### config.mk
export PLATFORM = sky130hd
export DESIGN_NAME = rom_sequencer
export DESIGN_NICKNAME = d
export VERILOG_FILES = /design/src/rtl/rom_seq_pkg.sv /design/src/rtl/rom_seq_decode.sv /design/src/rtl/rom_seq_flags.sv /design/src/rtl/rom_seq_ptr.sv /design/src/rtl/rom_sequencer.sv
export SDC_FILE = /design/constraint.sdc
export NUM_CORES = 1
export LEC_CHECK = 0
export ABC_AREA = 1
export CAP_MARGIN = 20
export CORE_UTILIZATION = 35
export CTS_CLUSTER_DIAMETER = 120
export CTS_CLUSTER_SIZE = 16
export DETAILED_ROUTE_END_ITERATION = 12
export PLACE_DENSITY = 0.81
export SYNTH_ARGS = -nofsm -noshare
export SYNTH_HDL_FRONTEND = slang
export SYNTH_SLANG_ARGS = --single-unit
export TNS_END_PERCENT = 10
### constraint.sdc
create_clock -name clk -period 1.1 [get_ports clk]
set_input_delay 0.11 -clock clk [delete_from_list [all_inputs] [get_ports clk]]
set_output_delay 0.11 -clock clk [all_outputs]
set_load 0.02 [all_outputs]
### src/rtl/rom_seq_pkg.sv
package rom_seq_pkg;

   typedef enum logic [1:0] {
      CLS_ALU = 2'b00,
      CLS_MOV = 2'b01,
      CLS_JMP = 2'b10,
      CLS_HLT = 2'b11
   } op_class_e;

   typedef enum logic [1:0] {
      JK_ALWAYS = 2'b00,
      JK_CARRY  = 2'b01,
      JK_ZERO   = 2'b10,
      JK_NEVER  = 2'b11
   } jump_kind_e;

   localparam int unsigned CLASS_W = 2;
   localparam int unsigned KIND_W  = 2;
   localparam int unsigned FLAG_C  = 0;
   localparam int unsigned FLAG_Z  = 1;
   localparam int unsigned N_FLAGS = 2;

endpackage

### src/rtl/rom_seq_decode.sv
module rom_seq_decode
   import rom_seq_pkg::*;
#(
   parameter int unsigned IW = 8,
   parameter int unsigned AW = 4
) (
   input  logic [IW-1:0] instr,
   output op_class_e     op_class,
   output jump_kind_e    jump_kind,
   output logic [AW-1:0] target
);

   localparam int unsigned CLS_LSB  = IW - CLASS_W;
   localparam int unsigned KIND_LSB = AW;

   generate
      if (CLS_LSB < KIND_LSB + KIND_W) begin : g_bad_layout
         $error("rom_seq_decode: IW too narrow for class, kind and target fields");
      end
   endgenerate

   always_comb begin
      op_class  = op_class_e'(instr[CLS_LSB +: CLASS_W]);
      jump_kind = jump_kind_e'(instr[KIND_LSB +: KIND_W]);
      target    = instr[AW-1:0];
   end

endmodule

### src/rtl/rom_seq_flags.sv
module rom_seq_flags #(
   parameter int unsigned NF = 2
) (
   input  logic          clk,
   input  logic          rst_n,
   input  logic          cap_en,
   input  logic [NF-1:0] flag_d,
   output logic [NF-1:0] flag_q
);

   generate
      if (NF < 1) begin : g_bad_nf
         $error("rom_seq_flags: NF must be at least 1");
      end
      for (genvar i = 0; i < NF; i++) begin : g_bit
         always_ff @(posedge clk or negedge rst_n) begin
            if (!rst_n) begin
               flag_q[i] <= 1'b0;
            end else if (cap_en) begin
               flag_q[i] <= flag_d[i];
            end
         end
      end
   endgenerate

endmodule

### src/rtl/rom_seq_ptr.sv
module rom_seq_ptr #(
   parameter int unsigned AW = 4
) (
   input  logic          clk,
   input  logic          rst_n,
   input  logic          hlt_word,
   input  logic          take,
   input  logic [AW-1:0] target,
   output logic [AW-1:0] ip,
   output logic          halted
);

   localparam logic [AW-1:0] ONE = AW'(1);

   generate
      if (AW < 1) begin : g_bad_aw
         $error("rom_seq_ptr: AW must be at least 1");
      end
   endgenerate

   logic          freeze;
   logic [AW-1:0] ip_nxt;

   always_comb begin
      freeze = halted | hlt_word;
      if (freeze) begin
         ip_nxt = ip;
      end else if (take) begin
         ip_nxt = target;
      end else begin
         ip_nxt = ip + ONE;
      end
   end

   always_ff @(posedge clk or negedge rst_n) begin
      if (!rst_n) begin
         ip     <= '0;
         halted <= 1'b0;
      end else begin
         ip     <= ip_nxt;
         halted <= freeze;
      end
   end

endmodule

### src/rtl/rom_sequencer.sv
module rom_sequencer
   import rom_seq_pkg::*;
#(
   parameter int unsigned IW = 8,
   parameter int unsigned AW = 4
) (
   input  logic          clk,
   input  logic          rst_n,
   input  logic [IW-1:0] instr,
   input  logic          alu_carry,
   input  logic          alu_zero,
   output logic [AW-1:0] rom_addr,
   output logic          is_alu,
   output logic          is_mov,
   output logic          is_jmp,
   output logic          is_hlt,
   output logic          reg_we,
   output logic          alu_cin,
   output logic          flag_c,
   output logic          flag_z
);

   op_class_e            op_class;
   jump_kind_e           jump_kind;
   logic [AW-1:0]        target;
   logic                 halted;
   logic                 take;
   logic [N_FLAGS-1:0]   flag_d;
   logic [N_FLAGS-1:0]   flag_q;

   rom_seq_decode #(.IW(IW), .AW(AW)) dec_i (
      .instr     (instr),
      .op_class  (op_class),
      .jump_kind (jump_kind),
      .target    (target)
   );

   always_comb begin
      is_alu = !halted && (op_class == CLS_ALU);
      is_mov = !halted && (op_class == CLS_MOV);
      is_jmp = !halted && (op_class == CLS_JMP);
      is_hlt =  halted || (op_class == CLS_HLT);
      reg_we = is_alu || is_mov;
      unique case (jump_kind)
         JK_ALWAYS: take = is_jmp;
         JK_CARRY:  take = is_jmp && flag_q[FLAG_C];
         JK_ZERO:   take = is_jmp && flag_q[FLAG_Z];
         default:   take = 1'b0;
      endcase
      flag_d         = '0;
      flag_d[FLAG_C] = alu_carry;
      flag_d[FLAG_Z] = alu_zero;
   end

   rom_seq_ptr #(.AW(AW)) ptr_i (
      .clk      (clk),
      .rst_n    (rst_n),
      .hlt_word (is_hlt),
      .take     (take),
      .target   (target),
      .ip       (rom_addr),
      .halted   (halted)
   );

   rom_seq_flags #(.NF(N_FLAGS)) flg_i (
      .clk    (clk),
      .rst_n  (rst_n),
      .cap_en (is_alu),
      .flag_d (flag_d),
      .flag_q (flag_q)
   );

   assign flag_c  = flag_q[FLAG_C];
   assign flag_z  = flag_q[FLAG_Z];
   assign alu_cin = flag_q[FLAG_C];

endmodule

**Word level (Yosys, flattened, before mapping)**

Index checks and enable logic that the tools add are counted.

- Register bits after elaboration: 7
- Bits in latches: 0
- Memory bits (writable): 0
- Memory bits (read-only): 0
- Bits of input ports: 12
- Output and inout bits: 12
- Word-level logic and storage cells: 23
- Memories: 0

- Add/subtract/negate cells: 1
- Multipliers: 0
- Div/mod/pow operators: 0
- Order comparisons: 0
- Equality and inequality tests: 5
- Shift-type cells: 0
- Mux-type cells: 2
- Bitwise gates (word level): 1
- Reductions and logical operators: 10

Operator list:

| operator | number |
|---|---|
| == test 2 bit (second input constant) | 3 |
| logical AND 1 bit | 5 |
| adder 4 x 1 -> 4 bit (second input constant) | 1 |
| == test 2 x 1 -> 1 bit (second input constant) | 2 |
| zero test 2 bit | 2 |
| 2-to-1 mux 4 bit | 1 |
| case mux 1 bit (3 select lines) | 1 |
| logical OR 1 bit | 2 |
| zero test 1 bit | 1 |
| OR 1 bit | 1 |

**Longest topological paths before layout**

Gate-level depths: netlist of run 1.

- Depth after elaboration: 5
- Mapped depth: 10
- Gate-level depth less buffers: 10

**Cells and area by module**

A second synthesis of run 1 with hierarchy kept.

- Cells, all modules: 76
- Area total of the unflattened synthesis: 539.3 sq um

Modules (own cells, without submodules):

| module | times used | cells an instance | area an instance (sq um) | sequential area each (sq um) |
|---|---|---|---|---|
| rom_seq_ptr | 1 | 35 | 270.3 | 125.1 |
| rom_sequencer | 1 | 24 | 132.6 | 0.0 |
| rom_seq_flags | 1 | 9 | 76.3 | 50.0 |
| rom_seq_decode | 1 | 8 | 60.1 | 0.0 |

**Worst setup path after synthesis of run 1**

OpenSTA, ideal clock, no wires.

- Kind: reg2reg
- Start: register ptr_i.halted
- End: register flg_i.flag_q[0]
- Library setup time: 126 ps
- Data arrival time: 1,011 ps
- Required time: 974 ps
- Slack: -37 ps
- Stages on the path, launching flop included: 5
- Buffers on the path: 0
- Clock period less this slack: 1,137 ps
- Path through: dfrtp_1 -> nor2_2 -> nand2_1 -> inv_2 -> o21ai_0

- Cells in the longest elaborated chain, start to end: 2

Ends and longest elaborated chain:

| what | RTL line | RTL |
|---|---|---|
| start, declared | rom_seq_ptr.sv:10 | `output logic halted` |
| start signal, assigned | rom_seq_ptr.sv:41 | `halted <= freeze;` |
| zero test 1 bit | rom_sequencer.sv:39 | `is_alu = !halted && (op_class == CLS_ALU);` |
| logical AND 1 bit | rom_sequencer.sv:39 |  |
| net is_alu | rom_sequencer.sv:13 | `output logic is_alu,` |
| end signal, assigned by index | rom_seq_flags.sv:20 | `flag_q[i] <= flag_d[i];` |
| end, declared | rom_seq_flags.sv:8 | `output logic [NF-1:0] flag_q` |

The timed path passes the listed nets, and every way through them passes these cells.
A chain may end at the register's enable or synchronous reset.

**Worst setup path after layout of run 1**

- Start: register ptr_i.halted
- End: output is_hlt

- Cells in the longest elaborated chain, start to end: 1

Ends and longest elaborated chain:

| what | RTL line | RTL |
|---|---|---|
| logical OR 1 bit | rom_sequencer.sv:42 | `is_hlt = halted \|\| (op_class == CLS_HLT);` |
| end, declared | rom_sequencer.sv:16 | `output logic is_hlt,` |

No other way between the ends.

==> out/metrics.csv, run 1 <==
stage,metric,value,unit
run_status,status,finished with violations,
run_status,violated checks,setup timing,
synth,Netlist cell types,19,
floorplan,core area,1330,µm²
place,routability cong.,0.717,
layout,Layout area overhead,70.8,%
timing,Final Hold Viols,0,
flow_run,Max Cap Viol,0,
place,pre-CTS setup slack,-0.563,ns
timing,crit share post-route,1.12,
floorplan,Die Width,40.5,µm
global_route,grt ovf,0,
timing,Slew @ Worst Pin,0.318,ns
synth,"top cells by area, synth","dfrtp_1 (34%), nand2_1 (12%), ha_1 (9.7%), nand3_1 (9.7%), inv_1 (8.7%)",
setup_path,Crit-path slowest cell,dfrtp_1,
clock_tree,CTS tree,built,
timing,Max Slew Vio Count,0,
detailed_routing,Detail Route Antenna Nets,0,
detailed_routing,1st-pass router iterations,4,
layout,"Cell Count, Final, Fillers Out",118,
hold_path,Hold Path Class,primary input to asynchronous set/reset pin,
detailed_routing,1st-iter DRT viols,8,
global_route,first-pass GRT wire length,1610,µm
setup_path,startpoint types,flop,
pwr,Power Density,1750,nW/µm²
synth,Post-synth EDFFs,0,
place,dpl hpwl,860,µm
setup_path,WS Path Type,flop to output port,
layout,share of layout cells above drive strength 1,0.320,
clock_tree,TritonCTS buffer count,3,
detailed_routing,Vias/cell,4.41,
timing,RSZ-0062 raised after global routing,true,
floorplan,Die Area,1640,µm²
synth,Synth Register Bits,7,
synth,syn_nets,82,
setup_path,critical path cell sequence,nor2_4 -> buf_4 -> a21oi_4 -> buf_6,
synth,syn_area_per_cell,7.85,µm²
timing,endpoints failing setup,8,
pwr,Tot Pwr,1.55,mW
clock_tree,clk buf depth,2,
synth,top-count cell post-synth,nand2_1,
pwr,Static Leak,0.510,nW
layout,# diodes,0,
clock_tree,CTS H-tree lvls,1,
setup_path,Max stage delay on crit path,0.41,ns
floorplan,chip height,40.5,µm
global_route,vias in the first global route,439,
floorplan,Initial Util,0.388,
place,number of instances in the placed design,112,
global_route,largest net degree at the start of global routing,8,
detailed_routing,Vias,520,
setup_path,crit path capture type,output port,
setup_path,CP max FO,3,
synth,sequential cell area fraction in the yosys report,0.338,
synth,Mapped Cells,66,
timing,min cycle time layout,1.23,ns
timing,f_max,811,MHz
clock_tree,Root Driver,clkbuf_4,
setup_path,reg2reg setup slack,-0.12,ns
timing,relative slew slack,0.788,
synth,Synth area leader,dfrtp_1,
clock_tree,clock-pin slew on the worst setup and hold paths,0.05,ns
global_route,initial antenna violation count,0,
floorplan,num rows,13,
synth,synthesized cell area,518,µm²
clock_tree,clk sink count,7,
detailed_routing,Residual DRC,0,
floorplan,# IOs,24,
detailed_routing,routed wire length,1080,µm
setup_path,Worst Path Arrival,1.12,ns
pwr,Worst VDD drop,0.759,mV
timing,final setup margin,-0.133,ns
synth,area share of the largest cell type after synthesis,0.338,
layout,nets,120,
synth,Yosys Warn Count,0,
detailed_routing,Routed wire per std cell,9.16,µm
global_route,All-Layer GR Usage,0.148,
synth,synth cell count leaders,"nand2_1 (17), inv_1 (12), nand3_1 (10), dfrtp_1 (7), ha_1 (4)",
timing,Clock Skews,0.00247,ns
clock_tree,Worst-Skew Late Latency,0.25,ns
setup_path,"Req. time, crit path",0.99,ns
synth,dominant synthesized flop cell,dfrtp_1,
place,port bufs,23,
synth,Synth async-reset ratio,1.00,
[placed cells by master, fill, tap and decap left out, types with 2 or more instances in the layout]
cell	n
ha_1	3
nand2_4	2
dfrtp_1	7
clkdlybuf4s15_1	2
nand2_1	16
inv_2	3
buf_4	10
buf_6	5
dlymetal6s2s_1	2
clkbuf_4	3
clkdlybuf4s50_1	7
nand3_1	9
dlygate4sd2_1	6
inv_1	12
[kinds of logic after synthesis]
family / after synthesis / synth area share
XOR/XNOR: 2 / 0.0338
buffers and inverters: 17 / 0.133
flip-flops: 7 / 0.338
adder cells (fa/ha/maj): 4 / 0.0966
AND/OR/NAND/NOR: 33 / 0.348
AO/OA/AOI/OAI: 3 / 0.0507
[cell type report]
type / count / area [µm²]
fillers: 116 / 449
repair buffers: 34 / 309
multi-input cells: 42 / 294
flip-flops and latches: 7 / 175
inverters: 16 / 61.3
clock buffers: 4 / 26.3
well taps: 15 / 18.8
[flip-flops by register name, indices dropped and copies added, names as in the netlist]
signal	flops
ptr_i.ip	4
flg_i.flag_q	2
ptr_i.halted	1
[routing by layer]
metal,vias to the layer above,routed length [µm],GRT usage
met5,-,0,0
met4,0,17,0.0750
met3,2,54,0.0333
met2,20,534,0.250
met1,224,475,0.171
li1,274,-,-
[through the flow]
step                      hold slack, ns  utilization  cell area [µm²]  TNS (ns)
after detailed placement           0.398        0.624              832     -4.47
after global placement             0.394        0.624              832     -4.30
after global routing               0.139        0.663              885     -1.20
final                              0.118        0.663              885    -0.706
after floorplan                   -0.186            -              523   -0.0179
after CTS                          0.126        0.637              850     -1.03
[where the power goes]
group	switching [mW]	internal [mW]	total (mW)
Clock	0.0956	0.138	0.234
Sequential	0.0669	0.357	0.424
Combinational	0.466	0.423	0.888
[worst paths after layout]
path / startpoint / end / cells past startpoint
worst min-delay path: rst_n / ptr_i.halted$_DFF_PN0_ / 1
min in group clk: instr[6] / ptr_i.halted$_DFF_PN0_ / 4
max in group asynchronous: rst_n / ptr_i.ip[3]$_DFFE_PN0N_ / 1
worst max register to register: ptr_i.halted$_DFF_PN0_ / ptr_i.ip[2]$_DFFE_PN0N_ / 7
worst min register to register: flg_i.flag_q[1]$_DFFE_PN0P_ / flg_i.flag_q[1]$_DFFE_PN0P_ / 2
worst max-delay path: ptr_i.halted$_DFF_PN0_ / is_hlt / 4
[what timing repair did]
action	in CTS	in global routing
resized for setup	31	18
buffers inserted	0	2
endpoints found under the setup margin	16	12
pin swaps	1	3
hold buffers	0	0
endpoints found under the hold margin	0	0
[worst max-delay path, delay by kind of cell (launching register included)]
family / cells / cell delay, ns
AO/OA/AOI/OAI: 1 / 0.12
buffers and inverters: 2 / 0.27
flip-flops: 1 / 0.41
AND/OR/NAND/NOR: 1 / 0.06
No activity file was read; power rests on OpenSTA's default activity.
==> run 2: changes to the inputs <==
Settings changed: CORE_MARGIN set to 1.5.
Clock period 1.1 ns to 1.6 ns, I/O delays scaled along.
==> run 2 against run 1 <==
Global-route usage increased by 0.26 points. The run now ends clean. Clock power decreased by 29%. Critical path depth increased by 1. Register-to-register slack improved by 0.46 ns. Final area decreased by 7.9%. Sequential share of layout area increased by 1.7 points. Count of clock-buffer cells in the layout unchanged. Combinational power decreased by 39%. Sequential power decreased by 25%. Final cell count decreased by 5.9%. Flip-flop and latch count unchanged. Worst setup slack improved by 0.23 ns.
==> out/metrics.csv, run 2 (synthesis gave the netlist of run 1 again) <==
stage,metric,value,unit,change
layout,Layout area overhead,57.2,%,was 70.8%
floorplan,num rows,13,,unchanged
layout,leading registers by flop count,"ptr_i.ip: 4 flops, flg_i.flag_q: 2 flops, ptr_i.halted: 1 flops",,unchanged
place,routability cong.,0.802,,was 0.717
pwr,Worst VDD drop,0.490,mV,was 0.759 mV
layout,max FFs per register,4,,unchanged
layout,"most common cell after layout, fill and taps aside",clkdlybuf4s50_1,,was nand2_1
setup_path,startpoint types,primary input,,was flop
clock_tree,CTS tree,built,,unchanged
clock_tree,TritonCTS buffer count,3,,unchanged
detailed_routing,Residual DRC,0,,unchanged
layout,"Most flops, register",ptr_i.ip,,unchanged
setup_path,WS Path Type,primary input to output port,,was flop to output port
floorplan,Initial Util,0.388,,unchanged
pwr,Static Leak,0.443,nW,was 0.510 nW
detailed_routing,routed wire length,1060,µm,was 1080 µm
global_route,largest net degree at the start of global routing,8,,unchanged
clock_tree,CTS H-tree lvls,1,,unchanged
clock_tree,Root Driver,clkbuf_4,,unchanged
layout,fin util,0.611,,was 0.663
hold_path,Hold Path Class,primary input to asynchronous set/reset pin,,unchanged
layout,nets,113,,was 120
pwr,Power Density,1260,nW/µm²,was 1750 nW/µm²
detailed_routing,1st-iter DRT viols,2,,was 8
clock_tree,clk buf depth,2,,unchanged
timing,f_max,665,MHz,
timing,RSZ-0062 raised after global routing,false,,was true
floorplan,Die Width,41.5,µm,was 40.5 µm
layout,final-layout fill cell count,127,,was 116
timing,final setup margin,0.0962,ns,was -0.133 ns
timing,relative slew slack,0.783,,was 0.788
timing,Slew @ Worst Pin,0.324,ns,was 0.318 ns
global_route,grt ovf,0,,unchanged
flow_run,Max Cap Viol,0,,unchanged
global_route,vias in the first global route,469,,was 439
floorplan,Die Area,1720,µm²,was 1640 µm²
layout,Multi-input gate area,279,µm²,was 294 µm²
clock_tree,setup repair bufs after CTS,0,,unchanged
floorplan,core area,1330,µm²,unchanged
detailed_routing,Detail Route Antenna Nets,0,,unchanged
setup_path,crit path capture type,output port,,unchanged
detailed_routing,Vias,514,,was 520
timing,min cycle time layout,1.50,ns,
detailed_routing,Routed wire per std cell,9.52,µm,was 9.16 µm
setup_path,Worst Path Arrival,1.34,ns,was 1.12 ns
timing,Max Slew Vio Count,0,,unchanged
layout,Reg area,175,µm²,unchanged
detailed_routing,1st-pass router iterations,2,,was 4
clock_tree,clk sink count,7,,unchanged
layout,share of layout cells above drive strength 1,0.177,,was 0.320
layout,most frequent cells in the layout,"clkdlybuf4s50_1 (18), nand2_1 (17), inv_1 (12)",,"was nand2_1 (16), inv_1 (12), buf_4 (10)"
place,port bufs,23,,unchanged
place,dpl hpwl,901,µm,was 860 µm
global_route,initial antenna violation count,0,,unchanged
timing,Min Hold Slack,0.165,ns,was 0.118 ns
floorplan,# IOs,24,,unchanged
pwr,Tot Pwr,1.03,mW,was 1.55 mW
layout,# diodes,0,,unchanged
detailed_routing,Vias/cell,4.63,,was 4.41
place,pre-CTS setup slack,-0.210,ns,was -0.563 ns
global_route,All-Layer GR Usage,0.150,,was 0.148
run_status,status,finished clean,,was finished with violations
global_route,first-pass GRT wire length,1900,µm,was 1610 µm
clock_tree,clock-pin slew on the worst setup and hold paths,0.05,ns,about the same
clock_tree,Worst-Skew Late Latency,0.25,ns,about the same
timing,crit share post-route,0.940,,
timing,Final Hold Viols,0,,unchanged
timing,endpoints failing setup,0,,was 8
setup_path,"Req. time, crit path",1.44,ns,was 0.99 ns
floorplan,chip height,41.5,µm,was 40.5 µm
timing,Clock Skews,0.000798,ns,was 0.00247 ns
setup_path,CP max FO,3,,unchanged
clock_tree,hold_buf cts,0,,unchanged
run 2: routing by layer:
layer | global-route usage | up-vias | routed length, µm
met4 | 0.135 | 0 | 44
li1 | - | 262 | -
met5 | 0 | - | 0
met2 | 0.253 | 21 | 508
met3 | 0.0304 | 5 | 59
met1 | 0.154 | 226 | 444
run 2: cell type report:
type | instances | area share
inverter | 16 | 0.0753
clock buffer | 4 | 0.0323
tap | 15 | 0.0230
sequential | 7 | 0.215
timing repair buffer | 27 | 0.312
multi-input combinational | 42 | 0.343
run 2: what timing repair did:
action                     4_1_cts  5_1_grt
setup endpoints to repair        5        0
resized for setup                6        0
hold endpoints to repair         0        0
run 2: path summary, 6_finish.rpt:
kind	from	slack [ns]	cells past startpoint	endpoint
max	instr[7]	0.1	5	is_alu
min	rst_n	0.17	1	ptr_i.halted$_DFF_PN0_
max reg2reg	ptr_i.halted$_DFF_PN0_	0.34	7	ptr_i.ip[3]$_DFFE_PN0N_
min reg2reg	ptr_i.ip[1]$_DFFE_PN0N_	0.54	2	ptr_i.ip[1]$_DFFE_PN0N_
max in group asynchronous	rst_n	1.19	1	ptr_i.ip[0]$_DFFE_PN0N_
min in group clk	alu_zero	0.46	3	flg_i.flag_q[1]$_DFFE_PN0P_
run 2: per-stage QoR:
step                      std cells  setup TNS [ns]  area (µm²)
after global placement          107          -0.440         790
after CTS                       111               0         815
after floorplan                  66               0         518
after detailed placement        107          -0.530         790
after global routing            111               0         815
final                           111               0         815
run 2: power by group:
part           switching, mW  total (mW)  internal (mW)
Combinational          0.281       0.545          0.264
Clock                 0.0694       0.165         0.0954
Sequential            0.0700       0.316          0.246
run 2: worst max-delay path, cell delays in order:
cell	delay [ns]
clkdlybuf4s50_1	0.52
nor2_4	0.20
nand2_1	0.08
inv_2	0.06
dlygate4sd2_1	0.32
